$ cat config.mk
export PLATFORM = sky130hd
export DESIGN_NAME = tier_arb
export DESIGN_NICKNAME = d
export VERILOG_FILES = /design/src/rtl/tier_arb_pkg.sv /design/src/rtl/tier_arb_capture.sv /design/src/rtl/tier_arb_pick.sv /design/src/rtl/tier_arb_ptr.sv /design/src/rtl/tier_arb.sv
export SDC_FILE = /design/constraint.sdc
export NUM_CORES = 1
export LEC_CHECK = 0
export ABC_AREA = 1
export BUFFER_PORTS_ARGS = -buffer_cell sky130_fd_sc_hd__buf_2
export CORE_UTILIZATION = 30
export DETAILED_ROUTE_END_ITERATION = 12
export GPL_ROUTABILITY_DRIVEN = 0
export PLACE_DENSITY = 0.52
export SLEW_MARGIN = 10
export SYNTH_ARGS = -nofsm -noshare
export SYNTH_HDL_FRONTEND = slang
export SYNTH_SLANG_ARGS = --single-unit
$ cat constraint.sdc
create_clock -name clk -period 6.95 [get_ports clk]
set_clock_uncertainty 0.1 [all_clocks]
set_input_delay 1.39 -clock clk [delete_from_list [all_inputs] [get_ports clk]]
set_output_delay 1.39 -clock clk [all_outputs]
set_load 0.01 [all_outputs]
$ cat src/rtl/tier_arb_pkg.sv
package tier_arb_pkg;

   // next position in a ring of size m
   function automatic int ring_next(input int v, input int m);
      return (v + 1 >= m) ? 0 : v + 1;
   endfunction

endpackage

$ cat src/rtl/tier_arb_capture.sv
module tier_arb_capture #(
   parameter int N = 10
) (
   input  logic         clk,
   input  logic         rst_n,
   input  logic [N-1:0] req_raw,
   input  logic         strap,
   output logic [N-1:0] req_q,
   output logic         en_q
);

   always_ff @(posedge clk or negedge rst_n) begin
      if (!rst_n) req_q <= '0;
      else        req_q <= req_raw;
   end

   // strap is captured only while reset is held
   always_ff @(posedge clk) begin
      if (!rst_n) en_q <= strap;
   end

endmodule

$ cat src/rtl/tier_arb_pick.sv
module tier_arb_pick #(
   parameter int N    = 10,
   parameter int IDXW = 4
) (
   input  logic [N-1:0]    req,
   input  logic [N-1:0]    grp_hi,
   input  logic [IDXW-1:0] hi_ptr,
   input  logic [IDXW-1:0] lo_ptr,
   output logic            any,
   output logic [IDXW-1:0] win
);

   localparam int SLOTS = N + 1;

   logic [N-1:0]    hi_req, lo_req;
   logic            lo_hit;
   logic [IDXW-1:0] lo_win;

   for (genvar i = 0; i < N; i++) begin : g_split
      assign hi_req[i] = req[i] &  grp_hi[i];
      assign lo_req[i] = req[i] & ~grp_hi[i];
   end

   always_comb begin
      lo_hit = 1'b0;
      lo_win = '0;
      for (int k = 0; k < N; k++) begin
         int c;
         c = int'(lo_ptr) + k;
         if (c >= N) c = c - N;
         if (!lo_hit && lo_req[c]) begin
            lo_hit = 1'b1;
            lo_win = IDXW'(c);
         end
      end
   end

   always_comb begin
      any = 1'b0;
      win = '0;
      for (int k = 0; k < SLOTS; k++) begin
         int s;
         s = int'(hi_ptr) + k;
         if (s >= SLOTS) s = s - SLOTS;
         if (!any) begin
            if (s == N) begin
               if (lo_hit) begin
                  any = 1'b1;
                  win = lo_win;
               end
            end else if (hi_req[s]) begin
               any = 1'b1;
               win = IDXW'(s);
            end
         end
      end
   end

endmodule

$ cat src/rtl/tier_arb_ptr.sv
module tier_arb_ptr
   import tier_arb_pkg::*;
#(
   parameter int N    = 10,
   parameter int IDXW = 4
) (
   input  logic            clk,
   input  logic            rst_n,
   input  logic            adv,
   input  logic [IDXW-1:0] owner,
   input  logic [N-1:0]    grp_hi,
   output logic [IDXW-1:0] hi_ptr,
   output logic [IDXW-1:0] lo_ptr
);

   always_ff @(posedge clk or negedge rst_n) begin
      if (!rst_n) begin
         hi_ptr <= '0;
         lo_ptr <= '0;
      end else if (adv) begin
         if (grp_hi[owner]) begin
            // slot after a high master; owner N-1 leads to the low-tier slot
            hi_ptr <= IDXW'(ring_next(int'(owner), N + 1));
         end else begin
            hi_ptr <= '0;
            lo_ptr <= IDXW'(ring_next(int'(owner), N));
         end
      end
   end

endmodule

$ cat src/rtl/tier_arb.sv
module tier_arb #(
   parameter int NUM_EXT = 9
) (
   input  logic               clk,
   input  logic               rst_n,
   input  logic [NUM_EXT-1:0] ext_req_n,
   input  logic               int_req,
   input  logic [NUM_EXT:0]   grp_hi,
   input  logic               arb_en_strap,
   input  logic               txn_start,
   output logic [NUM_EXT-1:0] ext_gnt_n,
   output logic               int_gnt
);

   localparam int N    = NUM_EXT + 1;
   localparam int IDXW = $clog2(N + 1);

   if (NUM_EXT < 1 || NUM_EXT > 30) begin : g_bad_cfg
      $error("tier_arb: NUM_EXT must be 1..30");
   end

   logic [N-1:0]    req_q;
   logic            en_q;
   logic            any;
   logic [IDXW-1:0] win, owner, hi_ptr, lo_ptr;
   logic            gnt_on;
   logic            adv;
   logic [N-1:0]    gv;

   tier_arb_capture #(.N(N)) u_cap (
      .clk     (clk),
      .rst_n   (rst_n),
      .req_raw ({~ext_req_n, int_req}),
      .strap   (arb_en_strap),
      .req_q   (req_q),
      .en_q    (en_q)
   );

   tier_arb_pick #(.N(N), .IDXW(IDXW)) u_pick (
      .req    (req_q),
      .grp_hi (grp_hi),
      .hi_ptr (hi_ptr),
      .lo_ptr (lo_ptr),
      .any    (any),
      .win    (win)
   );

   assign adv = en_q & gnt_on & txn_start;

   tier_arb_ptr #(.N(N), .IDXW(IDXW)) u_ptr (
      .clk    (clk),
      .rst_n  (rst_n),
      .adv    (adv),
      .owner  (owner),
      .grp_hi (grp_hi),
      .hi_ptr (hi_ptr),
      .lo_ptr (lo_ptr)
   );

   always_ff @(posedge clk or negedge rst_n) begin
      if (!rst_n) begin
         gnt_on <= 1'b0;
         owner  <= '0;
      end else if (!en_q) begin
         gnt_on <= 1'b0;
      end else if (!any) begin
         gnt_on <= 1'b1;           // park on last owner
      end else if (gnt_on && win != owner) begin
         gnt_on <= 1'b0;           // idle cycle before handover
      end else if (!gnt_on) begin
         owner  <= win;
         gnt_on <= 1'b1;
      end
   end

   for (genvar i = 0; i < N; i++) begin : g_gnt
      assign gv[i] = gnt_on && (owner == IDXW'(i));
   end

   assign int_gnt   = gv[0];
   assign ext_gnt_n = ~gv[N-1:1];

endmodule

* Word level (Yosys, flattened, before mapping) *
Cells that the tools add are included.

cells by class
  $add $sub $neg = 41
  magnitude comparators = 45
  equal/unequal tests = 21
  muxes and demuxes = 188
  bitwise gates (word level) = 37
  reduce and logical (&&, ||, !) cells = 32

operators by type and width
  operator               count
  $lt 32x6->1 const B    21
  $mux 32                21
  $ge 32x5->1 const B    19
  $sub 32x5->32 const B  19
  $eq 32x5->1 const B    11
  $mux 4                 56
  $mux 1                 89
  $bmux 1 s4             22
  $add 4x3->5 const B    8
  $add 4x4->5 const B    5
  $and 1x1->1            22
  $add 4x2->5 const B    4
  $logic_and 1x1->1      20
  $not 9->9              2
  $eq 4x3->1 const B     4
  $add 4x1->5 const B    3
  $not 1->1              13
  $ge 5x4->1 const B     2
  $sub 4x4->5 const B    2
  $logic_not 1->1        9
  $eq 4x2->1 const B     2
  $eq 4x4->1 const B     2
  $ge 4x4->1 const B     2
  $lt 4x5->1 const B     1
  other kinds (5)        5

storage, ports and cells
  register bits = 24
  input port bits = 24
  output and inout bits = 10
  logic and storage cells = 370

* Depth between registers and ports, before layout *
Gate-level depths: netlist of the first run.

  depth in word-level cells = 70
  mapped depth = 68
  mapped depth without buffers = 67

* Cells and area by module *
From an unflattened synthesis of the first run, not the netlist that was laid out.

second synthesis, totals
  cell total of the unflattened synthesis = 1,481
  area, all modules = 7,877.6 sq um

by module, submodules not included
  module            instances  cells each  area an instance (sq um)  sequential area each (sq um)
  tier_arb_pick     1          1,300       6,552.5                   0.0
  tier_arb_ptr      1          99          633.1                     200.2
  tier_arb          1          70          407.9                     125.1
  tier_arb_capture  1          12          284.0                     280.3

* Least setup slack after synthesis of the first run *
Ideal clock, no wire load.

  path kind = input -> register
  from = input grp_hi[1]
  to = register gnt_on
  setup time = 73 ps
  arrival = 5,733 ps
  required time = 6,777 ps
  path slack = 1,044 ps
  stages on the path = 62
  buffers on the path = 0
  path through = inv_1 > nand3_1 > o21ai_0 > inv_1 > nand2_1 > nand3_1 > nand3_1 > nand2_2 > nand3_2 > nor2_8 > nand4_4 > nor2_4 > inv_2 > nor3_4 > nand2_4 > nand2_4 > inv_4 > nor2_8 > [... 26 more ...] > nand3_2 > nand2_1 > nand2_1 > nand2_1 > nand3_1 > nand2_1 > nand2_1 > nand2_1 > nand3_1 > nand2_1 > nand2_1 > nand2_1 > nand3_2 > nand2_2 > nand2_1 > nand2_1 > nand3_1 > a21oi_2

on the way
  cells in the longest elaborated chain, start to end = 70
  elaborated cells between the ends (all ways) = 185
  classes of those cells = eq/ne (1); mux (162); bitwise (3); reduce/logical (19)

ends and longest elaborated chain
  what                                       line                                      RTL
  start, declared                            tier_arb.sv:8                             input logic [NUM_EXT:0] grp_hi,
  $not 1->1                                  tier_arb_pick.sv:21                       assign lo_req[i] = req[i] & ~grp_hi[i];
  $and 1x1->1                                tier_arb_pick.sv:21
  $bmux 1 s4                                 tier_arb_pick.sv:31                       if (!lo_hit && lo_req[c]) begin
  $mux 1 (not written as such) (2 in a row)  tier_arb_pick.sv:31
  $mux 1                                     tier_arb_pick.sv:31
  $logic_not 1->1                            tier_arb_pick.sv:31
  $logic_and 1x1->1                          tier_arb_pick.sv:31
  $mux 1                                     tier_arb_pick.sv:31
  [... 53 more ...]                          n/a
  $mux 4 (on tied branches)                  tier_arb_pick.sv:51, tier_arb_pick.sv:47
  $mux 4                                     tier_arb_pick.sv:46                       if (s == N) begin
  $mux 4                                     tier_arb_pick.sv:45                       if (!any) begin
  $ne 4x4->1                                 tier_arb.sv:68                            end else if (gnt_on && win != owner) begin
  $logic_and 1x1->1                          tier_arb.sv:68
  $mux 1                                     tier_arb.sv:68
  $mux 1 (*)                                 tier_arb.sv:66                            end else if (!any) begin
  $mux 1 (*)                                 tier_arb.sv:64                            end else if (!en_q) begin
  end signal, assigned                       tier_arb.sv:65                            gnt_on <= 1'b0;
  end signal, assigned                       tier_arb.sv:67                            gnt_on <= 1'b1;
  end signal, assigned                       tier_arb.sv:69                            gnt_on <= 1'b0;
  end, declared                              tier_arb.sv:26                            logic gnt_on;

Every way passes the cells marked *; elsewhere a longest branch is shown, timed or not. The select of a mux whose other input is x is not followed.
A chain may end at the register's enable or synchronous reset.

* Worst setup path in the final report of the first run *
  from = input grp_hi[4]
  to = register gnt_on

Same word-level chain as after synthesis.

==> impl_summary.md, run 1 <==
Routing
After detailed routing, the number of vias per cell comes to around 5.2. Before antenna repair, the detailed router went through 12 iterations. The number of violations reported at the end of detailed-routing iteration 0 is just under 800. The residual DRC count is 0. In the final routed layout, each cell accounts on average for approximately 16 µm. The routed design has 30300 µm of wire. The total number of vias is 10.1k. Once detail routing completed, the nets flagged for antenna violations numbered 0.

Synthesis
In this run the biggest area consumer among cell types represents 21.1% of the synthesized area. The netlist area before placement is approximately 0.008 mm². The net count after synthesis is 1583. The dominant synthesized flop cell is dfrtp_1. In the synthesized netlist the async set-or-reset flop fraction comes to 95.8%. The post-synthesis cell type count is between 60 and 70. After synthesis, the cell types taking the most area are nand2_1 21%, inv_1 11%, nand3_1 9.2%. The post-synthesis sequential area ratio is under 10%.

Synthesis inferred 24 register bits. The count of flip-flops with a built-in enable after synthesis is 1. nand2_1 takes more of the synthesized area than any other cell. The count of yosys warnings during synthesis is 0. The most common cell in the synthesized netlist is nand2_1. After technology mapping, the gate count stands at around 1.5k. The mean instance size in the synthesized netlist is between 5 and 6 µm². After synthesis, the most frequently instantiated cells are 451 x nand2_1, 238 x inv_1, 147 x nand3_1.

Global routing
Entering global routing, the biggest net connects 25 pins. The number of global-route vias before repair was around 9k. The overall routing resource usage is between 20% and 30%.

The initial antenna violation count is 0. The global-route congestion overflow total is 0. The wire length of the first global-routing pass is 47500 µm.

STA
The number of hold violations in the final report is 0. Headroom to the max-slew limit came out at between 10% and 20%. The number of slew-limit violations in the final report is 0.

The fraction of the cycle the final worst path needs is around 90%. The transition time at the pin with the least slew margin is around 1.2 ns. The final period demand of the worst path is around 6.4 ns. Derived from the worst setup path, the maximum achievable clock frequency is roughly 0.16 GHz.

The number of endpoints failing setup at the final stage is 0.

Cells and area
Excluding fillers, the count of instances in the completed layout stands at slightly below 2k. The number of antenna cells inserted is 0. The number of nets at the end of the flow is 1693.

The fraction of final layout cells with drive strength greater than 1 is 18.0%. From synthesis to final layout, the design area changed by 22.2%.

Worst setup path
The maximum net fanout on the critical path is 6. The slowest stage of the critical path is the nor3_4 cell. The data required time of the worst path is 7.05 ns. The worst register-to-register path has a depth of between 60 and 70.

STA classifies the critical path endpoint as a flop. The register-to-register path setup slack is around 0.53 ns. The element type at the critical path start is an input port. The cell type with the highest occurrence count on the critical path is nand2_1.

The category of the most critical setup path is in -> reg. In this run the worst setup path begins at grp_hi[4]. In this run the critical register-to-register path is captured at gnt_on. The signal arrival time at the worst endpoint is 6.54 ns. The startpoint identified for the worst register-to-register timing path is u_ptr.lo_ptr[1]. The stage delay of the slowest cell on the critical path is between 0.2 and 0.25 ns.

Worst hold path
For hold timing, the worst endpoint is gnt_on. The class of the tightest hold or removal check is reg -> reg. The number of stages on the worst hold path is 2.

The origin of the worst min-delay path is u_cap.en_q.

Clocking
For this design, the sink count on the clock tree is 24. TritonCTS created 3 clock buffers. The clock passes through at most 2 buffers.

The CTS tree is built. The number of H-tree levels is 1. The root cell of the clock tree is clkbuf_16. The later pin in the worst-skew pair is clocked with a latency of about 0.27 ns. Clock-pin slew was measured on the worst setup and hold paths at 0.06 ns.

Floorplan
The floorplan step defined a die boundary enclosing around 0.027 mm². After floorplanning, the core was sized to cover 0.0261 mm². The floorplan step set the die height to approximately 170 µm. The die width is 166 µm. For this design the top-level I/O count stands at 34. Once the floorplan was initialized, standard cells occupied a little under a third of the core. The floorplan row count is slightly below 60.

Outcome
The flow ran to the end, and the final reports show no timing, DRC or antenna violations.

Place
The HPWL after detailed placement is ~24000 µm. The placed instance count is between 1.5k and 2k. The number of buffers inserted by port buffering is 33.

Job
Across the run, the number of max-cap violations was 0.
-- sequential cells by signal, indices dropped and copies added (netlist names) --
| signal | cells |
|---|---|
| u_cap.req_q | 10 |
| owner | 4 |
| u_ptr.hi_ptr | 4 |
| u_ptr.lo_ptr | 4 |
| gnt_on | 1 |
| u_cap.en_q | 1 |
-- how the worst max path moves through the flow --
stage	end	depth (start not counted)	slack, ns
finish	gnt_on	60	0.51
global route	gnt_on	66	-0.08
CTS	gnt_on	54	0.28
detailed placement	gnt_on	62	0.11
global placement	gnt_on	56	0.20
floorplan	gnt_on	62	1.04
-- cell type report --
class,count,area (µm²)
fill,2894,16300
tap,335,419
timing repair buffer,125,885
clock buffer,3,75.1
sequential,24,609
clock inverter,1,30.0
inverter,264,1010
multi-input combinational,1196,6790
-- stage by stage --
step	hold slack [ns]	setup WS [ns]	area (µm²)	util, %	setup TNS [ns]
finish	0.508	0.505	9820	37.6	0
detailed placement	0.482	0.110	8900	34.0	0
global route	0.563	-0.0760	9820	37.6	-0.0760
floorplan	0.396	1.04	8040	-	0
CTS	0.498	0.279	9000	34.4	0
global placement	0.481	0.200	8900	34.0	0
-- logic make-up after synthesis --
logic type | share of synthesized area [%]
XOR/XNOR | 2.38
flip-flops | 7.54
buffers and inverters | 13.8
AND/OR/NAND/NOR | 44.7
AO/OA/AOI/OAI | 22.9
adder cells (fa/ha/maj) | 8.75
-- worst max-delay path, delay by kind of cell --
family | cells | cell delay [ns]
AOI/OAI and AO/OA | 3 | 0.40
and+or+nand+nor | 52 | 4.25
buffers and inverters | 5 | 0.51
-- routing by layer --
metal / share of wire, % / wire, µm / global-route usage, %
met5: 0 / 0 / 0
met4: 3.1 / 931 / 6.66
met3: 5.5 / 1670 / 2.15
met2: 46 / 14000 / 35.2
met1: 45 / 13600 / 28.3
-- cell usage in the layout (no fill, tap or decap), drive strengths merged, types with 2 or more instances in the layout --
cell / n
nor2: 130
inv: 259
a31oi: 7
clkbuf: 4
o211ai: 15
o22ai: 14
nand3: 157
fa: 2
nand3b: 8
a21oi: 75
o221ai: 12
nor3: 13
xnor2: 2
nand4: 18
dfrtp: 23
a211oi: 6
o311ai: 9
ha: 53
xor2: 19
or2: 5
o21ai: 153
o2111ai: 5
nand2: 469
a22oi: 4
buf: 124
o21a: 2
nor4: 6
clkinv: 5
o21bai: 2
o31ai: 2
-- timing repair --
| action | CTS | global route |
|---|---|---|
| setup endpoints to repair | 0 | 5 |
| gates resized for setup | 0 | 130 |
| hold buffers | 0 | 0 |
| buffers inserted | 0 | 43 |
Power of run 1 is left out: the tool's default activity adds up to more than one toggle a clock period on the data nets, which glitch-free logic cannot reach.
==> run 2, diff against run 1 <==
--- a/config.mk
+++ b/config.mk
@@ -10,7 +10,8 @@
 export CORE_UTILIZATION = 30
 export DETAILED_ROUTE_END_ITERATION = 12
 export GPL_ROUTABILITY_DRIVEN = 0
-export PLACE_DENSITY = 0.52
+export PLACE_DENSITY_LB_ADDON = 0.05
+export SKIP_LAST_GASP = 1
 export SLEW_MARGIN = 10
 export SYNTH_ARGS = -nofsm -noshare
 export SYNTH_HDL_FRONTEND = slang
==> run 2 against run 1 <==
  * Cell count grew 1.3%
  * Maximum frequency shrank 1.2%
  * First-iteration DRC count grew 5.7%
  * Routed wire length grew 8.3%
  * Flip-flop and latch count is the same
  * Sequential share of layout area shrank 0.15 points
  * Utilization grew 1.1 points
  * Count of clock-buffer cells in the layout is the same
  * Highest routed layer unchanged
  * Die area is the same
  * Via count shrank 0.17%
  * Non-clock buffer count grew 25
  * Critical path depth grew 2
==> impl_summary.md, run 2 (synthesis results as in run 1) <==
Global routing
The overall routing resource usage is 23.2% (+2.1 points). The global-route congestion overflow total is 0 (unchanged). The maximum number of pins on one net before global-route repair was 25 (unchanged). The wire length of the first global-routing pass came to 51200 µm (+7.8%). The number of global-route vias before repair is 9046 (-0.41%).

The initial antenna violation count is 0 (unchanged).

Routing
The post-detailed-route wirelength per cell is 16.6 µm (+6.9%). The number of vias per cell after detailed routing was 5.13 (-1.4%). The number of nets with antenna violations after detailed routing is 0 (unchanged). The detailed-router iteration count before antenna repair came to 5 (-7). The residual DRC count was 0 (unchanged). The number of violations reported at the end of detailed-routing iteration 0 is 821 (+5.7%). The total number of vias was 10.1k (-0.17%). The overall routed net length came to 32800 µm (+8.3%).

Clocking
The total number of clock tree sinks was 24 (unchanged). The tree is rooted in a clkbuf_16. The clock insertion delay at the later pin of the skew report is 0.26 ns (about the same). The hold-fix buffer count after cts was 0 (unchanged). TritonCTS built the clock tree.

The maximum buffer depth of the clock tree is 2 (unchanged). The clock-pin slew on the worst setup and hold paths is 0.07 ns (about the same). The number of buffers created by CTS is 3 (unchanged). The number of H-tree levels is 1 (unchanged).

Floorplan
The die width is 166 µm (unchanged). The I/O pin count is 34 (unchanged). The core box area was 0.0261 mm² (unchanged).

The die area is 0.0274 mm² (unchanged). The starting density of the core was 30.7% (unchanged). The floorplan row count came to 59 (unchanged). The die extent in y is 166 µm (unchanged).

Cells and area
The flip-flop count of the largest register, all copies and words added is 10 (unchanged). The area used by multi-input combinational logic came to 0.00685 mm² (+1.0%). Leaving out fill and tap cells, the most frequent cells in the layout are 419 x nand2_1, 231 x inv_1, 129 x nand3_1.

The number of antenna cells inserted is 0 (unchanged). The fill cell instance count of the final layout is 2976 (+2.8%). The area occupied by registers is 612 µm² (+0.41%). The fraction of the core area covered by cells at the end of the flow came to 38.7% (+1.1 points). More flip-flops sit in one register than any other, and that register is u_cap.req_q. The layout overhead on the synthesized area is 25.8%. The number of nets at the end of the flow is 1718 (+1.5%). The library cell used most frequently in the layout, excluding fill and tap cells, is nand2_1. The fraction of final layout cells with drive strength greater than 1 is 20.5% (+2.4 points).

Place
The number of buffers inserted by port buffering was 33 (unchanged). The HPWL after detailed placement is 27100 µm (+11%).

Worst setup path
The number of cells on the worst reg-to-reg path came to 64 (+3.2%). The maximum net fanout on the critical path is 8 (+2). The highest-delay cell along the critical path is nor3_4. The stage delay of the slowest cell on the critical path is 0.21 ns (about the same). The element type at the critical path start is an input port.

The data required time of the worst path came to 7.04 ns (about the same). The cell type with the highest occurrence count on the critical path is nand2_1. The signal arrival time at the worst endpoint is 6.61 ns (+0.07 ns). STA classifies the critical path endpoint as a flop. The worst setup path is of the in -> reg kind.

STA
The number of endpoints failing setup at the final stage is 0 (unchanged). The transition time at the pin with the least slew margin is 1.05 ns (-0.173 ns). The number of hold violations in the final report is 0 (unchanged).

The fraction of the cycle the final worst path needs is 93.8% (+1.1 points). The worst-case hold slack was 0.483 ns (-0.0247 ns). The worst-case headroom to the max-slew limit was 29.5% (+12 points).

The final total negative setup slack is 0 ns (unchanged). The number of slew-limit violations in the final report is 0 (unchanged). The final period demand of the worst path was 6.52 ns (+0.0773 ns). The upper clock frequency limit is 0.153 GHz (-1.2%).

Outcome
The flow ran to the end, and the final reports show no timing, DRC or antenna violations.

Worst hold path
The number of stages on the worst hold path was 2 (unchanged). The min-delay analysis places its worst path in the category reg -> reg.

Job
The number of max-cap violations is 0 (unchanged).
[run 2: timing repair]
item	4_1_cts	5_1_grt
buffers inserted	0	41
gates resized for setup	2	154
setup endpoints to repair	1	5
pin swaps	0	36
[run 2: per-stage QoR]
stage                     cell area (µm²)  cells  setup WS [ns]
after global routing                10100   1973         -0.132
after floorplan                      8040   1504           1.04
final                               10100   1973          0.428
after detailed placement             9080   1928         -0.152
after CTS                            9190   1932         0.0574
after global placement               9080   1928        -0.0839
[run 2: metal layers]
metal / vias to the layer above / wire length, µm / track usage (%)
li1: 5205 / - / -
met1: 4650 / 16300 / 33.8
met2: 235 / 14600 / 37.1
met3: 36 / 1370 / 1.86
met4: 0 / 524 / 4.71
met5: - / 0 / 0
[run 2: worst paths after layout]
kind	from	to	slack, ns
max in group asynchronous	rst_n	u_ptr.lo_ptr[3]	5.32
hold / removal	u_cap.en_q	gnt_on	0.48
min in group asynchronous	rst_n	u_cap.req_q[4]	1.02
setup / recovery	grp_hi[4]	gnt_on	0.43
setup reg to reg	u_ptr.lo_ptr[1]	gnt_on	0.43
hold reg to reg	u_cap.en_q	gnt_on	0.48
[run 2: worst max-delay path, delay by kind of cell]
family                 cells  cell delay (ns)
and+or+nand+nor           50             4.15
buffers and inverters      8             0.68
AOI/OAI and AO/OA          4             0.37
[run 2: area by class of cell]
class                   count  area share (%)
clock buffers               3           0.743
clock inverters             1           0.297
inverters                 264            10.0
multi-input cells        1196            67.8
flip-flops and latches     24            6.05
well taps                 335            4.15
repair buffers            150            10.9
Power of run 2 is left out for the same reason.
==> run 3, diff against run 2 <==
--- a/config.mk
+++ b/config.mk
@@ -7,10 +7,13 @@
 export LEC_CHECK = 0
 export ABC_AREA = 1
 export BUFFER_PORTS_ARGS = -buffer_cell sky130_fd_sc_hd__buf_2
+export CELL_PAD_IN_SITES_DETAIL_PLACEMENT = 0
+export CELL_PAD_IN_SITES_GLOBAL_PLACEMENT = 1
 export CORE_UTILIZATION = 30
 export DETAILED_ROUTE_END_ITERATION = 12
 export GPL_ROUTABILITY_DRIVEN = 0
 export PLACE_DENSITY_LB_ADDON = 0.05
+export RECOVER_POWER = 25
 export SKIP_LAST_GASP = 1
 export SLEW_MARGIN = 10
 export SYNTH_ARGS = -nofsm -noshare
==> run 3 against run 2 <==
  * Sequential share of layout area about the same
  * Via count decreased by 0.26%
  * Worst setup slack improved by 0.088 ns
  * Critical path type unchanged
==> impl_summary.md, run 3 (synthesis results as in run 1) <==
Routing
The overall routed net length came to 33300 µm (+1.5%). The number of nets with antenna violations after detailed routing was 0 (unchanged). The total number of vias is 10.1k (-0.26%).

The residual DRC count is 0 (unchanged). The routed metal-1 wirelength is 17400 µm (+7.0%). The number of vias per cell after detailed routing came to 5.11 (-0.36%). The post-detailed-route wirelength per cell is 16.8 µm (+1.4%). The wire length on met3 came to 1250 µm (-8.6%).

The highest metal layer carrying signal wires in the routed design is met4. The detailed-router iteration count before antenna repair is 6 (+1). The number of violations reported at the end of detailed-routing iteration 0 came to 634 (-23%). The length of routed met2 wiring is 14200 µm (-3.0%).

Cells and area
The most frequent standard cell in the layout excluding fill and tap cells is nand2_1. The fraction of final layout cells with drive strength greater than 1 came to 21.1% (+0.65 points). The post-layout instance count excluding filler cells is 1975 (+0.10%).

The layout overhead on the synthesized area is 26.1%. The area used by multi-input combinational logic is 0.00689 mm² (+0.47%). The number of nets at the end of the flow is 1720 (+0.12%). The area occupied by registers is 611 µm² (-0.20%). The number of antenna cells inserted is 0 (unchanged). The register with the most flip-flops in the final layout is u_cap.req_q. The fill cell instance count of the final layout is 2961 (-0.50%). The flip-flop count of the largest register, all copies and words added is 10 (unchanged).

In the layout the commonest cells are 413 x nand2_1, 229 x inv_1, 126 x nand3_1.

Worst hold path
The number of stages on the worst hold path is 2 (unchanged). The class of the tightest hold or removal check is reg -> reg.

Clocking
The number of H-tree levels is 1 (unchanged). The number of buffers created by CTS came to 3 (unchanged). The clock-pin slew on the worst setup and hold paths is 0.07 ns (about the same).

TritonCTS built the clock tree. The maximum buffer depth of the clock tree came to 2 (unchanged). The total number of clock tree sinks came to 24 (unchanged). The clock insertion delay at the later pin of the skew report came to 0.26 ns (about the same). The tree is rooted in a clkbuf_16.

Place
The worst setup timing slack at the placement stage was -0.153 ns (-0.000562 ns). The number of buffers inserted by port buffering came to 33 (unchanged). The HPWL after detailed placement is 27500 µm (+1.5%).

The placed instance count is 1927 (-0.052%).

Floorplan
The die width came to 166 µm (unchanged). The starting density of the core came to 30.7% (unchanged). The core box area came to 0.0261 mm² (unchanged).

The floorplan row count is 59 (unchanged). The die extent in y was 166 µm (unchanged). The die area came to 0.0274 mm² (unchanged). The I/O pin count came to 34 (unchanged).

Worst setup path
The signal arrival time at the worst endpoint is 6.45 ns (-0.16 ns). The setup path with the least slack is of type in -> reg. The stage delay of the slowest cell on the critical path is 0.22 ns (about the same).

The number of stages on the worst setup path came to 63 (+1.6%). For this design, the slowest cell found on the critical path is or2_1. The data required time of the worst path is 6.96 ns (-0.08 ns). The most numerous cell type found on the critical path is nand2_1. The buffers plus inverters on the worst setup path is 11 (+3). The dominant delay contributor by cell family on the critical path is simple AND/OR/NAND/NOR gates. The worst setup path is captured at a flop. The maximum net fanout on the critical path is 4 (-4).

The number of cells on the worst reg-to-reg path is 64 (unchanged). The element type at the critical path start is an input port.

STA
The minimum setup slack in the final design is 0.516 ns (+0.0878 ns). The number of hold violations in the final report is 0 (unchanged). The worst-case hold slack is 0.518 ns (+0.0349 ns).

The final period demand of the worst path came to 6.43 ns (-0.0878 ns). The fraction of the cycle the final worst path needs is 92.6% (-1.3 points). The upper clock frequency limit is 0.155 GHz (+1.4%).

The transition time at the pin with the least slew margin is 1.33 ns (+0.280 ns). The number of endpoints failing setup at the final stage is 0 (unchanged). The number of slew-limit violations in the final report is 0 (unchanged). Setup repair after global routing could not meet its margin everywhere. The worst-case headroom to the max-slew limit is 11.5% (-18 points).

Global routing
The wire length of the first global-routing pass came to 51600 µm (+0.79%). The overall routing resource usage was 23.6% (+0.38 points). The initial antenna violation count is 0 (unchanged).

The number of global-route vias before repair came to 9029 (-0.19%). The global-route congestion overflow total is 0 (unchanged). The maximum number of pins on one net before global-route repair came to 25 (unchanged).

Outcome
The flow ran to the end, and the final reports show no timing, DRC or antenna violations.

Job
The number of max-cap violations is 0 (unchanged).
run 3: cell count changes in the layout (fill, tap and decap cells not counted), sizes merged:
| cell | change |
|---|---|
| inv | -3 |
| clkinv | +3 |
| buf | +1 |
| clkbuf | +1 |
run 3: worst register-to-register path: cells and delay by family (launching register included):
family / cells / cell delay (ns)
compound gates: 5 / 0.81
fa+ha+maj: 2 / 0.34
buf+inv: 10 / 1.03
flops: 1 / 0.49
simple gates: 47 / 3.49
run 3: worst paths after layout:
kind,from,end,slack (ns)
worst min register to register,u_cap.en_q,gnt_on,0.52
worst min-delay path,u_cap.en_q,gnt_on,0.52
max in group asynchronous,rst_n,u_ptr.lo_ptr[3],4.56
worst max-delay path,grp_hi[8],owner[3],0.52
worst max register to register,u_ptr.lo_ptr[1],owner[3],0.55
min in group asynchronous,rst_n,u_ptr.hi_ptr[2],1.31
run 3: final cells by class:
class	instances	share of cell area, %
clock inverters	1	0.296
flip-flops and latches	24	6.03
clock buffers	3	0.741
multi-input cells	1196	68.0
repair buffers	152	10.8
inverters	264	10.0
well taps	335	4.14
run 3: per-stage QoR:
stage / instance area (µm²) / TNS (ns) / util (%)
after floorplan: 8040 / 0 / -
after global placement: 9070 / -0.116 / 34.7
after detailed placement: 9080 / -0.154 / 34.7
after CTS: 9180 / 0 / 35.1
after global routing: 10100 / -0.143 / 38.8
final: 10100 / 0 / 38.8
run 3: layer usage:
layer,global-route usage (%),up-vias
li1,-,5215
met1,36.5,4609
met2,36.5,242
met3,1.17,34
met4,2.97,0
met5,0,-
run 3: repair_timing:
action	CTS	global route
buffers inserted	0	44
resized for setup	0	166
hold buffers	0	0
setup endpoints to repair	0	5
Power of run 3 is left out for the same reason.
